[src/rtl/mesi_line_ctrl.sv]
`timescale 1ns/1ps
module mesi_line_ctrl #(
  parameter int ADDR_W = 8,
  parameter int DATA_W = 8,
  parameter int IDX_W  = 2
) (
  input  logic              clk,
  input  logic              rst_n,
  input  logic              cpu_req,
  input  logic              cpu_we,
  input  logic [ADDR_W-1:0] cpu_addr,
  input  logic [DATA_W-1:0] cpu_wdata,
  output logic              cpu_ready,
  output logic              cpu_done,
  output logic [DATA_W-1:0] cpu_rdata,
  output logic [1:0]        bus_cmd,
  output logic [ADDR_W-1:0] bus_addr,
  output logic [DATA_W-1:0] bus_wdata,
  input  logic              bus_ack,
  input  logic [DATA_W-1:0] bus_rdata,
  input  logic              bus_shared,
  input  logic              snp_valid,
  input  logic              snp_inv,
  input  logic [ADDR_W-1:0] snp_addr,
  output logic              snp_ready,
  output logic              snp_hit
);
  localparam int LINES = 1 << IDX_W;
  localparam int TAG_W = ADDR_W - IDX_W;

  localparam logic [1:0] LS_I = 2'd0, LS_S = 2'd1, LS_E = 2'd2, LS_M = 2'd3;
  localparam logic [1:0] BC_NONE = 2'd0, BC_READ = 2'd1, BC_INV = 2'd2, BC_PUSH = 2'd3;

  typedef enum logic [2:0] {F_IDLE, F_SNP_PUSH, F_EVICT, F_FILL, F_UPGR} fsm_t;
  fsm_t fsm;

  logic [1:0]        lst  [LINES];
  logic [TAG_W-1:0]  ltag [LINES];
  logic [DATA_W-1:0] ldat [LINES];

  logic [ADDR_W-1:0] q_addr;
  logic [DATA_W-1:0] q_wdata;
  logic              q_we, q_inv;

  wire [IDX_W-1:0] c_idx = cpu_addr[IDX_W-1:0];
  wire [TAG_W-1:0] c_tag = cpu_addr[ADDR_W-1:IDX_W];
  wire [IDX_W-1:0] s_idx = snp_addr[IDX_W-1:0];
  wire [TAG_W-1:0] s_tag = snp_addr[ADDR_W-1:IDX_W];
  wire [IDX_W-1:0] q_idx = q_addr[IDX_W-1:0];
  wire [TAG_W-1:0] q_tag = q_addr[ADDR_W-1:IDX_W];

  wire c_hit = (lst[c_idx] != LS_I) && (ltag[c_idx] == c_tag);
  wire s_hit = (lst[s_idx] != LS_I) && (ltag[s_idx] == s_tag);
  wire idle  = (fsm == F_IDLE);

  assign cpu_ready = idle;
  assign snp_ready = idle;
  assign snp_hit   = snp_valid && idle && s_hit;

  always_comb begin
    bus_cmd   = BC_NONE;
    bus_addr  = '0;
    bus_wdata = '0;
    case (fsm)
      F_SNP_PUSH: begin bus_cmd = BC_PUSH; bus_addr = q_addr; bus_wdata = ldat[q_idx]; end
      F_EVICT:    begin bus_cmd = BC_PUSH; bus_addr = {ltag[q_idx], q_idx}; bus_wdata = ldat[q_idx]; end
      F_FILL:     begin bus_cmd = BC_READ; bus_addr = q_addr; end
      F_UPGR:     begin bus_cmd = BC_INV;  bus_addr = q_addr; end
      default:    ;
    endcase
  end

  always_ff @(posedge clk) begin
    if (!rst_n) begin
      fsm       <= F_IDLE;
      cpu_done  <= 1'b0;
      cpu_rdata <= '0;
      q_addr    <= '0;
      q_wdata   <= '0;
      q_we      <= 1'b0;
      q_inv     <= 1'b0;
      for (int k = 0; k < LINES; k++) begin
        lst[k]  <= LS_I;
        ltag[k] <= '0;
        ldat[k] <= '0;
      end
    end else begin
      cpu_done <= 1'b0;
      case (fsm)
        F_IDLE: begin
          if (snp_valid) begin
            q_addr <= snp_addr;
            q_inv  <= snp_inv;
            if (s_hit) begin
              if (lst[s_idx] == LS_M) fsm <= F_SNP_PUSH;
              else lst[s_idx] <= snp_inv ? LS_I : LS_S;
            end
          end else if (cpu_req) begin
            q_addr  <= cpu_addr;
            q_we    <= cpu_we;
            q_wdata <= cpu_wdata;
            if (c_hit) begin
              if (!cpu_we) begin
                cpu_rdata <= ldat[c_idx];
                cpu_done  <= 1'b1;
              end else if (lst[c_idx] == LS_S) begin
                fsm <= F_UPGR;
              end else begin
                ldat[c_idx] <= cpu_wdata;
                lst[c_idx]  <= LS_M;
                cpu_done    <= 1'b1;
              end
            end else begin
              fsm <= (lst[c_idx] == LS_M) ? F_EVICT : F_FILL;
            end
          end
        end
        F_SNP_PUSH: if (bus_ack) begin
          lst[q_idx] <= q_inv ? LS_I : LS_S;
          fsm        <= F_IDLE;
        end
        F_EVICT: if (bus_ack) begin
          lst[q_idx] <= LS_I;
          fsm        <= F_FILL;
        end
        F_FILL: if (bus_ack) begin
          ltag[q_idx] <= q_tag;
          ldat[q_idx] <= bus_rdata;
          if (q_we) begin
            lst[q_idx] <= LS_E;
            fsm        <= F_UPGR;
          end else begin
            lst[q_idx] <= bus_shared ? LS_S : LS_E;
            cpu_rdata  <= bus_rdata;
            cpu_done   <= 1'b1;
            fsm        <= F_IDLE;
          end
        end
        F_UPGR: if (bus_ack) begin
          ldat[q_idx] <= q_wdata;
          lst[q_idx]  <= LS_M;
          cpu_done    <= 1'b1;
          fsm         <= F_IDLE;
        end
        default: fsm <= F_IDLE;
      endcase
    end
  end
endmodule

[config.mk]
export PLATFORM = sky130hd
export DESIGN_NAME = mesi_line_ctrl
export DESIGN_NICKNAME = d
export VERILOG_FILES = /design/src/rtl/mesi_line_ctrl.sv
export SDC_FILE = /design/constraint.sdc
export NUM_CORES = 1
export LEC_CHECK = 0
export ABC_AREA = 1
export BUFFER_PORTS_ARGS = -buffer_cell sky130_fd_sc_hd__buf_4
export CORE_MARGIN = 4
export CORE_UTILIZATION = 25
export DETAILED_ROUTE_END_ITERATION = 8
export GPL_ROUTABILITY_DRIVEN = 1
export PLACE_DENSITY = 0.38
export REMOVE_ABC_BUFFERS = 1
export SETUP_SLACK_MARGIN = 0.3
export SKIP_CTS_REPAIR_TIMING = 1
export SYNTH_ARGS = -nofsm -noshare
export SYNTH_HDL_FRONTEND = slang
export SYNTH_SLANG_ARGS = --single-unit
[constraint.sdc]
create_clock -name clk -period 3.42 [get_ports clk]
set_input_delay 0.513 -clock clk [delete_from_list [all_inputs] [get_ports clk]]
set_output_delay 0.513 -clock clk [all_outputs]
set_load 0.03 [all_outputs]
Yosys cells after proc, flatten, opt, wreduce, memory -nomap -nowiden
Memory sizes are Yosys's and may differ from the RTL's. A register that Yosys moved wholly into a read port is not among the register bits.
Index checks and enable logic that the tools add are counted.

storage, ports and cells
  memories = 3
  bits of input ports = 40
  output and inout port bits = 30
  bits in writable memories = 64
  flip-flop bits (word level) = 30

memories
  memory  words  width  rd ports  clocked after Yosys merged registers in  wr ports  RTL line  source
  ldat    4      8      2         1                                        4         39        logic [DATA_W-1:0] ldat [LINES];
  ltag    4      6      3         1                                        4         38        logic [TAG_W-1:0] ltag [LINES];
  lst     4      2      2         0                                        4         37        logic [1:0] lst [LINES];

operators by class
  muxes and demuxes = 98
  equality and inequality tests = 22
  bitwise gates (word level) = 6
  reduce and logical (&&, ||, !) cells = 23

operator list
  kind                                                                   number
  8-bit 2-to-1 mux                                                       12
  1-bit 2-to-1 mux                                                       51
  2-bit 2-to-1 mux                                                       18
  3-bit 2-to-1 mux                                                       11
  8-bit case mux with 2 select lines                                     2
  8-bit OR reduction                                                     2
  2-bit != test, second input constant                                   7
  6-bit equality test                                                    2
  3-bit case mux with 4 select lines                                     1
  2-bit OR reduction                                                     5
  8-bit AND reduction                                                    1
  2-bit nonzero test                                                     4
  7-bit AND reduction                                                    1
  3-bit by 2-bit equality test with 1-bit output, second input constant  2
  6-bit 2-to-1 mux                                                       1
  3-bit != test, second input constant                                   2
  2-bit case mux with 3 select lines                                     1
  6-bit OR reduction                                                     1
  1-bit bitwise OR                                                       5
  2-bit equality test, second input constant                             2
  1-bit logical AND                                                      4
  4-bit by 3-bit != test with 1-bit output, second input constant        1
  4-bit != test, second input constant                                   1
  2-bit AND reduction                                                    2
  other kinds (10)                                                       10

Longest topological paths before layout
Gate-level depths: netlist of run 1.
An unclocked memory read counts as a cell.

  depth in word-level cells = 13
  gate-level depth with buffers = 18

Least setup slack after synthesis of run 1
Ideal clock, no wire load.

  path type = input to register
  start = input port cpu_addr[0]
  end = memory ldat[3][0], enable pin
  buffers on the path = 2
  path slack = 0.788 ns
  data arrival time = 2.245 ns
  library setup time = 0.386 ns
  cell stages on the path = 13
  data required time = 3.034 ns
  cell sequence = buf_6 -> inv_4 -> buf_6 -> nand2_1 -> nand3_1 -> nand2_1 -> nand2_1 -> nand2_1 -> nor2_1 -> nand2_2 -> nor2_8 -> a21oi_1 -> a211oi_1

RTL lines
  item                RTL line  source
  start: declaration  11        input logic [ADDR_W-1:0] cpu_addr,
  end: declaration    39

==> results of run 1 <==
==> worst max-delay path: stages (launching register included) <==
cell and delay (ps):
dfxtp_1 400, inv_2 90, nand2_1 110, nor2_4 320
inv_4 110, nor2_2 130, inv_2 120, nand2_2 200
inv_2 70, o21ai_2 200, inv_2 60, or2_1 220
nand2_1 280
==> kinds of logic (layout without fill, tap and decap cells) <==
kind of cell           Yosys count  count (layout)
AOI/OAI and AO/OA              149             149
buffers and inverters          132             201
DFF                             96              96
and+or+nand+nor                444             444
==> routing by layer <==
| metal | GRT usage | vias up | share of wire |
|---|---|---|---|
| li1 | - | 2812 | - |
| met4 | 0.05855 | 0 | 0.027 |
| met2 | 0.2728 | 207 | 0.46 |
| met5 | 0 | - | 0 |
| met1 | 0.2313 | 2616 | 0.46 |
| met3 | 0.02297 | 33 | 0.053 |
==> state kept, by name (all words and copies together) (netlist names), named ones only <==
register,flops
cpu_rdata,8
ldat,32
ltag,24
q_addr,8
q_inv,1
cpu_done,1
q_wdata,8
lst,8
q_we,1
fsm,3
==> power groups by stage <==
stage          combinational (W)  sequential, W  clock, W
4_1_cts                  0.00212        0.00156   0.00111
6_report                 0.00209        0.00156   0.00109
5_1_grt                  0.00231        0.00158   0.00115
2_1_floorplan            0.00119        0.00162         0
3_5_place_dp             0.00211        0.00159         0
3_3_place_gp             0.00213        0.00159         0
==> synthesized netlist by cell type (2+ instances only) <==
library cell | number | share of area
o31ai_1 | 2 | 0.0026
o21ai_1 | 2 | 0.0017
dfxtp_1 | 32 | 0.11
buf_4 | 3 | 0.0038
nor3_1 | 2 | 0.0017
nand3b_1 | 3 | 0.0038
nor2_1 | 123 | 0.079
nand2_2 | 2 | 0.0021
nand2_1 | 224 | 0.14
nor2_8 | 3 | 0.010
inv_4 | 2 | 0.0021
nand4_1 | 2 | 0.0021
edfxtp_1 | 64 | 0.33
inv_1 | 81 | 0.052
clkinv_1 | 3 | 0.0019
buf_2 | 5 | 0.0043
a221o_1 | 6 | 0.010
o211ai_1 | 6 | 0.0077
nor2_2 | 12 | 0.013
o22ai_1 | 4 | 0.0043
o21ai_0 | 72 | 0.061
nand3_1 | 65 | 0.055
clkbuf_1 | 23 | 0.015
buf_6 | 4 | 0.0077
a211oi_1 | 17 | 0.022
inv_2 | 11 | 0.0070
a21oi_1 | 34 | 0.029
or2_2 | 3 | 0.0032
==> how the worst min path moves through the flow <==
stage | from | endpoint
4_1_cts | cpu_wdata[5] | q_wdata[5]
3_5_place_dp | cpu_rdata[3] | cpu_rdata[3]
2_1_floorplan | q_we | q_we
5_1_grt | cpu_wdata[7] | q_wdata[7]
6_report | cpu_wdata[5] | q_wdata[5]
3_3_place_gp | q_we | q_we
==> through the flow <==
stage | instances | instance area [sq um] | hold slack, ps
after detailed placement | 1187 | 6738 | 466.9
after CTS | 1203 | 7046 | 385.3
after global placement | 1187 | 6738 | 464.7
after floorplan | 786 | 5685 | 441.1
after global routing | 1203 | 7046 | 402.6
final | 1203 | 7046 | 389.9
==> layout make-up <==
| cell class | count | area, sq um |
|---|---|---|
| fillers | 2550 | 15800 |
| inverters | 97 | 369.1 |
| multi-input cells | 593 | 2754 |
| repair buffers | 88 | 660.6 |
| clock inverters | 4 | 28.78 |
| flip-flops and latches | 96 | 2562 |
| clock buffers | 12 | 279.0 |
| well taps | 313 | 391.6 |
==> key figures, run 1 <==
Synth
  • Synth Cell Area: 5864 sq um
  • Synth Area in Adders: 0
  • Synth Area in XOR/XNOR: 0
  • Largest family of logic cells by synthesized area: simple AND/OR/NAND/NOR gates
  • Post-synthesis cell count: 821
  • Synth Flop Type: edfxtp_1
  • Sequential cell area fraction in the yosys report: 0.4370
  • Number of flops mapped to enable cells by yosys: 64
  • Post-synthesis cell type count: 39
  • Yosys reg bits: 96
  • Multiplexer share of the synthesized area: 0
  • Simple-gate share of the synthesized area: 0.3224
  • Compound-cell area share of the yosys netlist: 0.1472
  • Number of synthesis warnings: 0
  • Syn_area_per_cell: 7.143 sq um
  • Asr flop ratio synth: 0

STA
  • Worst slew pin tran: 539.7 ps
  • Fin crit share: 0.7803
  • Setup violators final: 0
  • Final min period: 2669 ps
  • Max Freq: 0.3747 GHz
  • Worst clock skew: 15.52 ps
  • Final Hold Fails: 0
  • Final Max Slew Viols: 0
  • RSZ-0062 raised after global routing: false
  • Rel. slew slack: 0.6364
  • Total negative setup slack: 0 ps
  • Setup slack after layout: 751.5 ps

Clock tree
  • Cts bufs inserted: 9
  • CTS tree: built
  • Clock slew at reported path FFs: 80 ps
  • Clk_lat worst skew: 360 ps
  • Clk buf depth: 2
  • # H-tree levels: 3
  • Clk root buf: clkbuf_16
  • # clock sinks: 96

Power
  • Max IR drop VDD: 0.2281 mV
  • Sw frac: 0.4423
  • Tot Pwr: 0.004745 W
  • Part of the power in registers: 0.329
  • Clock network fraction of design power: 0.230
  • Power per cell area: slightly below 700 nW/um^2
  • Combinational share of power: 0.441
  • Sw Pwr: ~0.0021 W
  • Leakage power: about 3.1 nW
  • P_int: 0.002646 W

Floorplanning
  • DIE WIDTH: ~160 microns
  • Core box area: 22850 sq um
  • Die height: about 160 microns
  • # rows: 55
  • DIE AREA: 25970 sq um
  • Io pins: 70
  • Initial core utilization: 0.2567

Finish
  • Finished Core Util: 0.3084
  • N_diodes: 0
  • Number of nets in the final layout: 925
  • Area delta synth->final: 20.14%
  • Commonest non-fill, non-tap cells in the layout: 224 x nand2_1, 123 x nor2_1, 88 x buf_4
  • Commonest non-fill, non-tap cell in the layout: nand2_1
  • Layout cells sized above 1: 0.1596

Worst setup path
  • Reg2reg start: fsm[2]
  • Worst Setup EP: ldat[2][7]
  • Max Fanout on Critical Path: 14
  • FF-to-FF path depth: 12
  • R2R Path End: ldat[2][7]
  • Crit path launch: fsm[2]
  • Flop2flop setup slack: 750 ps
  • Req. time, crit path: 3440 ps
  • Critical Path Sink Type: flip-flop
  • Worst path arrival time: 2690 ps
  • Crit start category: flip-flop
  • Crit Path Category: reg -> reg

Status
  • Run status: complete, no violations

Drt
  • Routed wire length: 22000 microns
  • Post-route ant nets: 0
  • First drt pass iteration count: 5
  • Via count: 5668
  • Drt wl/cell: around 18 microns
  • DRC: 0
  • Initial DRC Count: just over 500
  • DR vias/cell: 4.712

Place
  • Port Buf Inserts: approximately 70
  • Dpl ws: between 400 and 500 ps
  • GPL Wtd Cong: roughly 0.84
  • HPWL Detailed: between 15000 and 20000 microns

Global route
  • First-pass GRT wire length: 33530 microns
  • Largest net degree at the start of global routing: 34
  • Antenna violations before repair: 0
  • Vias in the first global route: approximately 5500
  • GR Overflow Total: 0
  • All-Layer GR Usage: 0.1684

Worst hold path
  • Hold depth: 3
  • Tightest Hold Check Type: in -> reg

Flow run
  • Max-cap violation count: 0
No activity file was read; power rests on OpenSTA's default activity.
==> run 2, diff against run 1 <==
Settings changed: ABC_AREA 1 to 0.
Clock period 3.42 ns to 2.6 ns, I/O delays scaled along.
==> run 2 against run 1 <==
The flow now finishes with violations (negative setup slack). Sequential share of layout area decreased by 5.5 points. Die area decreased by 4.3%. Flip-flop and latch count unchanged. Count of clock-buffer cells in the layout decreased by 3. First-iteration DRC count decreased by 49%. Worst hold slack got worse by 83 ps. Critical path depth decreased by 5. Worst setup slack got worse by 860 ps. Clock power increased by 27%. Maximum frequency decreased by 1.6%. Synthesized area decreased by 4.5%. Via count decreased by 14%. Critical path type unchanged. Largest power group is now registers. Highest routed layer unchanged.
==> key figures, run 2 <==
Status
  • Run status: complete, but fails checks
  • Failing checks: negative setup slack

Worst setup path
  • Worst-path cell chain: mux4_2 -> xnor2_1 -> nand4_1 -> a2111o_1 -> o221a_1 -> or3_4 -> nand2_2
  • Crit path max-delay cell type: mux4_2
  • FF-to-FF path depth: 7
  • Crit start category: flip-flop
  • Crit path launch: ltag[1][2]
  • Reg2reg start: ltag[1][2]
  • Flop2flop setup slack: -110 ps
  • Crit Path Category: reg -> reg
  • R2R Path End: lst[1][0]
  • Max incr delay on CP: 490 ps
  • Critical Path Sink Type: flip-flop
  • Max Fanout on Critical Path: 3
  • Req. time, crit path: about 2700 ps
  • Worst path arrival time: 2790 ps
  • Worst Setup EP: lst[1][0]

Synth
  • Syn_area_per_cell: 10.29 sq um
  • Post-synthesis cell type count: 51
  • Top-count cell post-synth: edfxtp_1
  • Asr flop ratio synth: 0
  • Post-synthesis cell count: 544
  • Post-synth top area cell: edfxtp_1
  • Commonest cells post-synth: 64 x edfxtp_1, 62 x nor2_1, 56 x nand2_1
  • Top cells by area, synth: edfxtp_1 34%, mux4_2 12%, dfxtp_1 11%, mux2i_1 5.4%, nor2_1 4.2%
  • Yosys reg bits: 96
  • Number of flops mapped to enable cells by yosys: 64
  • Top-area cell type share of the netlist area: 0.3433
  • Synth Cell Area: 5598 sq um
  • Number of synthesis warnings: 0
  • Synth Flop Type: edfxtp_1
  • Sequential cell area fraction in the yosys report: 0.4578

Finish
  • Commonest non-fill, non-tap cell in the layout: buf_4
  • Layout cells sized above 1: 0.4815
  • N_diodes: 0
  • Fill cell count: 2222
  • Register with the most flip-flops: ldat
  • Non-Filler Instances: 984
  • Area delta synth->final: 48.39%
  • Number of nets in the final layout: 739
  • Max reg flops: 32
  • Commonest non-fill, non-tap cells in the layout: 139 x buf_4, 64 x edfxtp_1, 50 x nand2_1
  • Top Registers: ldat x32, ltag x24
  • Final Cell Area: 8307 sq um

Clock tree
  • Cts bufs inserted: 9
  • # H-tree levels: 3
  • # clock sinks: 96
  • Clk root buf: clkbuf_16
  • Clk buf depth: 2
  • CTS tree: built
  • Clock slew at reported path FFs: 80 ps
  • Clk_lat worst skew: about 360 ps

STA
  • Fin crit share: 1.043
  • Final Hold Fails: 0
  • Final Max Slew Viols: 0
  • Worst slew pin tran: 652.4 ps
  • RSZ-0062 raised after global routing: true
  • Worst clock skew: around 6 ps
  • Setup slack after layout: -111.4 ps
  • Final min period: 2711 ps
  • Rel. slew slack: 0.5645
  • Worst hold slack: 306.6 ps
  • Max Freq: 0.3688 GHz
  • Setup violators final: 10

Place
  • Port Buf Inserts: 69
  • Placed cells: 957
  • Dpl ws: -339.1 ps
  • HPWL Detailed: 15360 microns
  • GPL Wtd Cong: 0.8501
  • Post-DP Area: 7106 sq um

Drt
  • First drt pass iteration count: 4
  • DR vias/cell: 4.949
  • Drt wl/cell: 20.53 microns
  • Post-route ant nets: 0
  • DRC: 0
  • Routed wire length: 20210 microns
  • Initial DRC Count: 261
  • Via count: 4870

Power
  • Max IR drop VDD: approximately 0.24 mV
  • Leakage power: 3.200 nW
  • Power per cell area: 581.1 nW/um^2

Floorplanning
  • DIE WIDTH: 157.6 microns
  • DIE AREA: 24850 sq um
  • Die height: 157.6 microns
  • # rows: 54
  • Initial core utilization: 0.2557
  • Core box area: 21890 sq um
  • Io pins: 70

Global route
  • All-Layer GR Usage: 0.1598
  • Largest net degree at the start of global routing: 21
  • First-pass GRT wire length: 29680 microns
  • GR Overflow Total: 0
  • Vias in the first global route: 4931
  • Antenna violations before repair: 0

Flow run
  • Max-cap violation count: 0

Worst hold path
  • Tightest Hold Check Type: in -> reg
-- run 2: cell count changes after synthesis, moves of 11 or more --
cell and change:
and2_1 +19, inv_1 -61, inv_2 -11, mux2i_1 +30, mux4_2 +30, nand2_1 -168, nand3_1 -58, nor2_1 -61
nor2_2 -11, nor2b_1 +16, nor3_1 +11, o21ai_0 -47, xnor2_1 +14
-- run 2: kinds of logic after synthesis --
kind of cell / share of synthesized area
AOI/OAI and AO/OA: 0.1274
xor gates and xnor gates: 0.02816
and+or+nand+nor: 0.1701
buffers and inverters: 0.03822
DFF: 0.4578
muxes: 0.1784
-- run 2: how the worst min path moves through the flow --
stage	endpoint	from	depth (start not counted)	slack [ps]
after floorplan	q_wdata[0]	q_wdata[0]	2	440
after global placement	q_wdata[7]	q_wdata[7]	2	440
after detailed placement	q_wdata[3]	q_wdata[3]	2	450
after CTS	q_wdata[4]	cpu_wdata[4]	3	280
after global routing	q_wdata[3]	cpu_wdata[3]	3	310
final	q_wdata[3]	cpu_wdata[3]	3	310
-- run 2: per-layer routing --
layer / track usage / routed length, microns / up-vias
met5: 0 / 0 / -
met1: 0.2229 / 9550 / 2451
met3: 0.01832 / 511 / 19
met2: 0.2645 / 9854 / 77
met4: 0.04261 / 289 / 0
li1: - / - / 2323
-- run 2: where the power goes --
part / switching (W) / leakage [nW] / total [W] / internal, W
clock: 0.000701 / 0.143 / 0.00138 / 0.000680
combinational: 0.000913 / 2.13 / 0.00160 / 0.000684
sequential: 0.000107 / 0.924 / 0.00185 / 0.00174
-- run 2: cell type report --
cell class,count,area (sq um),area share
clock buffers,9,225.2,0.02711
clock inverters,7,72.57,0.008736
inverters,20,75.07,0.009038
multi-input cells,395,3496,0.4208
flip-flops and latches,96,2564,0.3086
well taps,280,350.3,0.04218
repair buffers,177,1524,0.1835
-- run 2: worst max-delay path: cells and delay by family (launching register included) --
family / cells / cell delay [ps]
flip-flops: 1 / 440
AND/OR/NAND/NOR: 3 / 690
AO/OA/AOI/OAI: 2 / 670
XOR/XNOR: 1 / 150
multiplexers: 1 / 490
-- run 2: through the flow --
stage | utilization | total power (W) | TNS (ps)
after floorplan | - | 0.002589 | -2522
after global placement | 0.3246 | 0.003251 | -14720
after detailed placement | 0.3246 | 0.003254 | -17270
after CTS | 0.3382 | 0.004641 | -2257
after global routing | 0.3795 | 0.005044 | -3091
final | 0.3795 | 0.004827 | -743.1
==> run 3, diff against run 2 <==
Settings changed: TNS_END_PERCENT set to 20.
==> run 3 against run 2 <==
Core utilization fell by 2.1 points. Largest power group unchanged. Maximum frequency fell by 0.15%. Largest cell class unchanged. The run still ends with negative setup slack left. Highest routed layer unchanged. Design area down 5.6%. Clock power hardly changed. Critical path type unchanged.
==> key figures, run 3 (synthesized netlist as in run 2, its figures left out) <==
Flow run
  • Max-cap violation count: 0

Worst setup path
  • Req. time, crit path: around 2700 ps
  • Crit Path Category: reg -> reg
  • Max Fanout on Critical Path: 3
  • Crit start category: flip-flop
  • Critical Path Sink Type: flip-flop
  • Worst path arrival time: 2790 ps

STA
  • Fin crit share: 1.044
  • RSZ-0062 raised after global routing: true
  • Final min period: 2715 ps
  • Final Hold Fails: 0
  • Worst hold slack: 293.1 ps
  • Final Max Slew Viols: 0
  • Max Freq: roughly 0.37 GHz
  • Rel. slew slack: 0.5585
  • Total negative setup slack: -914.9 ps
  • Setup violators final: 11
  • Setup slack after layout: -115.5 ps
  • Worst clock skew: 5.860 ps
  • Worst slew pin tran: 661.3 ps

Clock tree
  • Clk_lat worst skew: 360 ps
  • CTS tree: built
  • # H-tree levels: 3
  • Clk root buf: clkbuf_16
  • # clock sinks: 96
  • Clock slew at reported path FFs: approximately 80 ps
  • Clk buf depth: 2
  • Cts bufs inserted: 9

Finish
  • Area delta synth->final: 40.14%
  • Register with the most flip-flops: ldat
  • Number of nets in the final layout: 735
  • Layout cells sized above 1: 0.3986
  • Commonest non-fill, non-tap cell in the layout: buf_4
  • N_diodes: 0
  • Top Registers: ldat x32, ltag x24
  • Finished Core Util: 0.3584
  • Max reg flops: 32
  • Commonest non-fill, non-tap cells in the layout: 153 x buf_4, 64 x edfxtp_1, 54 x nand2_1

Floorplanning
  • Die height: between 150 and 200 microns
  • Initial core utilization: 0.2557
  • # rows: 54
  • DIE AREA: 24850 sq um
  • Core box area: roughly 22000 sq um
  • DIE WIDTH: 157.6 microns
  • Io pins: 70

Drt
  • Via count: 4829
  • Drt wl/cell: 20.30 microns
  • First drt pass iteration count: 4
  • Initial DRC Count: 283
  • DR vias/cell: 4.928
  • DRC: 0
  • Post-route ant nets: 0
  • Routed wire length: roughly 20000 microns

Power
  • Power per cell area: 602.0 nW/um^2
  • Leakage power: 3.113 nW
  • Max IR drop VDD: between 0.2 and 0.25 mV

Place
  • GPL Wtd Cong: 0.8501
  • HPWL Detailed: 15360 microns
  • Port Buf Inserts: 69

Global route
  • All-Layer GR Usage: 0.1598
  • Largest net degree at the start of global routing: 21
  • Antenna violations before repair: 0
  • First-pass GRT wire length: 29680 microns
  • GR Overflow Total: 0
  • Vias in the first global route: 4931

Status
  • Run status: complete, but fails checks
  • Failing checks: negative setup slack

Worst hold path
  • Tightest Hold Check Type: in -> reg
-- run 3: area by class of cell --
type                       count  area, sq um
sequential                    96         2564
tap                          280        350.3
fill                        2251        14050
clock inverter                 7        72.57
clock buffer                   9        225.2
inverter                      20        75.07
multi-input combinational    395         3132
timing repair buffer         173         1426
-- run 3: worst max-delay path, stage by stage (launching register included) --
cell and delay (ps):
edfxtp_1 420, mux4_2 510, xnor2_1 150, nand4_1 260, a2111o_1 410, o221a_1 250
or3_4 350, nand2_2 90
-- run 3: metal layers --
layer	global-route usage	vias to the layer above	routed length (microns)
li1	-	2308	-
met1	0.2229	2412	9362
met2	0.2645	96	9682
met3	0.01832	13	614
met4	0.04261	0	235
met5	0	-	0
-- run 3: final timing paths --
kind                 from          to  slack (ps)  cells after the start
min          cpu_wdata[2]  q_wdata[2]         290                      3
max            ltag[3][2]   lst[1][0]        -120                      7
min reg2reg    q_wdata[2]  q_wdata[2]         460                      2
max reg2reg    ltag[3][2]   lst[1][0]        -120                      7
-- run 3: report_power, final --
group          switching [W]  leakage [nW]  internal [W]
registers           0.000102         0.924       0.00174
clock network       0.000699         0.143      0.000680
logic               0.000863          2.05      0.000639
total                0.00166          3.11       0.00306
-- run 3: per-stage QoR --
| step | instances | total power [W] | cell area (sq um) | worst slack (ps) |
|---|---|---|---|---|
| floorplan | 511 | 0.002589 | 5459 | -278.5 |
| global route | 980 | 0.004936 | 7845 | -206.8 |
| detailed placement | 957 | 0.003254 | 7106 | -339.1 |
| CTS | 973 | 0.004641 | 7403 | -206.9 |
| global placement | 957 | 0.003251 | 7106 | -310.0 |
| finish | 980 | 0.004722 | 7845 | -115.5 |
